$ cat src/rtl/ap_bank_tracker.sv
module ap_bank_tracker #(
  parameter int NBANK = 4,
  parameter int TW    = 6,
  localparam int BW   = (NBANK > 1) ? $clog2(NBANK) : 1
) (
  input  logic             clk,
  input  logic             rst_n,
  input  logic             act_vld,
  input  logic [BW-1:0]    act_bank,
  input  logic             rw_vld,
  input  logic [BW-1:0]    rw_bank,
  input  logic             rw_ap,
  input  logic [TW-1:0]    cfg_tras,
  input  logic [TW-1:0]    cfg_trp,
  input  logic [TW-1:0]    cfg_bl,
  output logic [NBANK-1:0] bank_busy,
  output logic [NBANK-1:0] bank_ready
);

  typedef enum logic [1:0] {S_RDY, S_PEND, S_PRE} st_t;

  localparam logic [TW-1:0] ONE = TW'(1);

  st_t           st  [NBANK];
  logic [TW-1:0] age [NBANK];
  logic [TW-1:0] cnt [NBANK];

  for (genvar b = 0; b < NBANK; b++) begin : g_bank
    logic          act_hit, rw_hit, start;
    logic [TW:0]   age_nx;

    assign act_hit = act_vld && (act_bank == BW'(b)) && (st[b] == S_RDY);
    assign rw_hit  = rw_vld  && (rw_bank  == BW'(b)) && (st[b] == S_RDY);
    assign age_nx  = {1'b0, age[b]} + 1'b1;
    assign start   = (st[b] == S_PEND) && (cnt[b] <= ONE) && (age_nx >= {1'b0, cfg_tras});

    always_ff @(posedge clk) begin
      if (!rst_n)              age[b] <= '1;
      else if (act_hit)        age[b] <= '0;
      else if (age[b] != '1)   age[b] <= age[b] + ONE;
    end

    always_ff @(posedge clk) begin
      if (!rst_n) begin
        st[b]  <= S_RDY;
        cnt[b] <= '0;
      end else begin
        case (st[b])
          S_RDY: if (rw_hit && rw_ap) begin
            st[b]  <= S_PEND;
            cnt[b] <= cfg_bl;
          end
          S_PEND: begin
            if (start) begin
              st[b]  <= S_PRE;
              cnt[b] <= cfg_trp;
            end else if (cnt[b] > ONE) begin
              cnt[b] <= cnt[b] - ONE;
            end
          end
          S_PRE: begin
            if (cnt[b] <= ONE) st[b] <= S_RDY;
            else               cnt[b] <= cnt[b] - ONE;
          end
          default: st[b] <= S_RDY;
        endcase
      end
    end

    assign bank_ready[b] = (st[b] == S_RDY);
    assign bank_busy[b]  = (st[b] == S_PRE);

    a_r4_tras_met: assert property (@(posedge clk) disable iff (!rst_n)
      $rose(bank_busy[b]) |-> (age[b] >= cfg_tras));
    a_r5_ready_after_pre: assert property (@(posedge clk) disable iff (!rst_n)
      $fell(bank_busy[b]) |-> bank_ready[b]);
    a_r6_ap_locks: assert property (@(posedge clk) disable iff (!rst_n)
      (rw_vld && rw_ap && rw_bank == BW'(b) && bank_ready[b]) |=> !bank_ready[b]);
    a_r2_plain_keeps_open: assert property (@(posedge clk) disable iff (!rst_n)
      (rw_vld && !rw_ap && rw_bank == BW'(b) && bank_ready[b]) |=> bank_ready[b]);
    a_r7_act_dropped: assert property (@(posedge clk) disable iff (!rst_n)
      (act_vld && act_bank == BW'(b) && !bank_ready[b]) |=> (age[b] != '0));
  end

endmodule

$ cat config.mk
export PLATFORM = sky130hd
export DESIGN_NAME = ap_bank_tracker
export DESIGN_NICKNAME = d
export VERILOG_FILES = /design/src/rtl/ap_bank_tracker.sv
export SDC_FILE = /design/constraint.sdc
export NUM_CORES = 1
export LEC_CHECK = 0
export BUFFER_PORTS_ARGS = -buffer_cell sky130_fd_sc_hd__buf_4
export CAP_MARGIN = 20
export CORE_MARGIN = 2
export CORE_UTILIZATION = 35
export DETAILED_ROUTE_END_ITERATION = 12
export GPL_TIMING_DRIVEN = 0
export PLACE_DENSITY = 0.5
export SLEW_MARGIN = 15
export SYNTH_ARGS = -nofsm -noshare
export SYNTH_HDL_FRONTEND = slang
export SYNTH_SLANG_ARGS = --single-unit
$ cat constraint.sdc
create_clock -name clk -period 3.4 [get_ports clk]
set_input_delay 0.68 -clock clk [delete_from_list [all_inputs] [get_ports clk]]
set_output_delay 0.68 -clock clk [all_outputs]
set_load 0.05 [all_outputs]
==> qor.txt <==
status: finished, final reports clean
yosys warns: 0
Final Util: 41.39%
DR WL met3: 385 um
drt total wl: 10340 um
final non-filler cell total: 613
FFs w/ async S/R, synth: 0%
final max-slew violation count: 0
Fmax achieved: 340.5 MHz
RSZ-0062 raised after global routing: false
first-pass GRT wire length: 16840 um
die width: 113.4 um
I/O pins: 35
clock tree sinks: 56
Num CTS Buffers: 5
synthesized flop and latch total: 56
max-cap viol count: 0
ys flop type: edfxtp_1
Pwr per Cell Area: 794.4 nW/um^2
# DRC: 0
Distinct cells, synth: 53
GR Overflow Total: 0
DR vias: 3277
Die Ht: 113.4 um
vias per cell: 5.346
DR WL/cell: 16.87 um
Root Driver: clkbuf_16
final setup violating endpoints: 0
Worst Path Buf+Inv: 1
crit-path max FO: 6
initial antenna violation count: 0
Total GRT Usage: 16.66%
syn nets: 491
Syn Area/Cell: 9.779 um^2
FP Rows: 39
Resized Gates After CTS: 0
Port Buffers: 34
Pleak: 0.001950 uW
Worst setup EP type: register
CP max-delay cell: o311ai_1
wl on met1: 4838 um
Tot Pwr: 3803 uW
Antenna Violating Nets Remaining: 0
DP Worst Slack: 0.4444 ns
Worst path max stage delay: 0.81 ns
share of cells above drive strength 1: 12.34%
largest net degree at the start of global routing: 18
Setup TNS: 0 ns
clk_lat worst skew: 0.30 ns
Mapped Area: 4185 um^2
Setup crit start kind: register
Max Used Layer: met4
critical path arrival: 2.86 ns
Starting Density: 36.19%
Synth Instances: 428
Final Wtd Congestion: 0.8282
Top delay family on crit path: compound AO/OA/AOI/OAI gates
die area: 12850 um^2
Reg clk slew, reported paths: 0.07 ns
Pre-antenna DRT Iters: 4
Max VDD drop: 0.0003115 V
# nets final: 532
Crit path required time: 3.32 ns
worst hold path class: reg -> reg
Post-CTS Setup Repair Bufs: 0
crit path time final: 2.937 ns
area grow syn2layout: 14.38%
Final period util: 86.37%
CTS tree: done
worst slew pin tran: 0.8988 ns
CTS Hold Bufs: 0
Fin. Hold Viols: 0
worst setup margin: 0.4634 ns
sequential share of the synthesized area: 40.18%
met2 routed WL: 4946 um
Worst Skew: 0.01065 ns
number of global-route vias before repair: 3334
placed insts: 605
slew margin rel.: 39.13%
Core Footprint: 11560 um^2
worst setup path category: reg -> reg
Post-synth EDFFs: 56
worst path cell trace: ha_1 > nand3_1 > xor2_1 > inv_1 > ha_1 > nand3_1 > o211a_1 > o311ai_1
H-tree depth: 2
CTS max path bufs: 2
diode count: 0
Post-DP HPWL: 8047 um
drt initial violations: 130
[synthesized netlist by cell type, types with 2 or more instances]
library cell | count | area, um^2
a2111oi_4 | 2 | 55.05
a21boi_0 | 2 | 15.01
a21o_1 | 10 | 75.07
a21oi_1 | 9 | 45.04
a221o_1 | 2 | 20.02
a2bb2oi_1 | 2 | 17.52
a31oi_1 | 2 | 12.51
a32o_1 | 9 | 90.09
and2_1 | 4 | 25.02
and3_1 | 10 | 62.56
and3b_1 | 2 | 17.52
and4bb_2 | 2 | 25.02
clkbuf_1 | 11 | 41.29
edfxtp_1 | 56 | 1682
ha_1 | 36 | 450.4
inv_1 | 21 | 78.83
nand2_1 | 51 | 191.4
nand2b_1 | 13 | 81.33
nand3_1 | 15 | 75.07
nand3b_1 | 6 | 45.04
nand4_1 | 3 | 18.77
nor2_1 | 29 | 108.9
nor2b_1 | 13 | 81.33
nor3_1 | 12 | 60.06
nor4b_1 | 3 | 26.28
o2111ai_1 | 4 | 35.03
o21a_1 | 3 | 22.52
o21ai_0 | 36 | 180.2
or3_1 | 3 | 18.77
or3_4 | 2 | 22.52
xnor2_1 | 15 | 131.4
xor2_1 | 19 | 166.4
[worst register-to-register path: cells and delay by family (launching register included)]
kind | cells | cell delay, ns
compound gates | 2 | 1.11
xor+xnor | 1 | 0.20
fa+ha+maj | 2 | 0.56
buf+inv | 1 | 0.07
flops | 1 | 0.45
simple gates | 2 | 0.18
[state kept, by name, summed over array words and instances, names as in the netlist]
register,count
cnt,24
age,24
st,8
[cells by family after synthesis]
group                      Yosys count  share of synthesized area [%]
adders and majority gates           36                          10.76
DFF                                 56                          40.18
AOI/OAI and AO/OA                   88                          15.43
buffers and inverters               36                          3.468
xor gates and xnor gates            34                          7.115
and+or+nand+nor                    177                          22.78
muxes                                1                         0.2690
[cells in the final DEF, fill, tap and decap left out, types with 3 or more instances in the layout]
cell,instances
a21o_1,10
a21oi_1,9
a32o_1,9
and2_1,4
and3_1,10
buf_4,34
clkbuf_1,11
clkbuf_16,5
edfxtp_1,56
ha_1,36
inv_1,21
nand2_1,51
nand2b_1,13
nand3_1,15
nand3b_1,6
nand4_1,3
nor2_1,29
nor2b_1,13
nor3_1,12
nor4b_1,3
o2111ai_1,4
o21a_1,3
o21ai_0,36
or3_1,3
xnor2_1,15
xor2_1,19
[layer usage]
layer  global-route usage [%]  vias up
met5                        0        -
met4                    4.228        0
met3                    2.678       12
met2                    29.14       68
met1                    21.51     1555
li1                         -     1642
[layout make-up]
class | count | area, um^2
inverters | 22 | 82.58
flip-flops and latches | 56 | 1682
clock inverters | 3 | 42.54
fillers | 1149 | 6778
repair buffers | 34 | 255.2
clock buffers | 5 | 125.1
well taps | 143 | 178.9
multi-input cells | 336 | 2359
plain buffers | 14 | 62.56
[final timing paths]
path	depth (start not counted)	slack, ns	start	end
max	8	0.46	age[0][0]	cnt[0][0]
min	1	0.68	age[0][0]	age[0][0]
max reg2reg	8	0.46	age[0][0]	cnt[0][0]
min reg2reg	1	0.68	age[0][0]	age[0][0]
[metrics by stage]
step / instance area [um^2] / hold WS [ns]
floorplan: 4185 / 0.6198
global placement: 4619 / 0.6621
detailed placement: 4619 / 0.6710
CTS: 4787 / 0.6887
global route: 4787 / 0.6953
finish: 4787 / 0.6808
[power by group]
group / internal, uW / leakage [uW] / switching (uW)
registers: 1090 / 0.000572 / 216
clock network: 347 / 0.0000798 / 253
logic: 824 / 0.00130 / 1070
No activity file was read; power rests on OpenSTA's default activity.
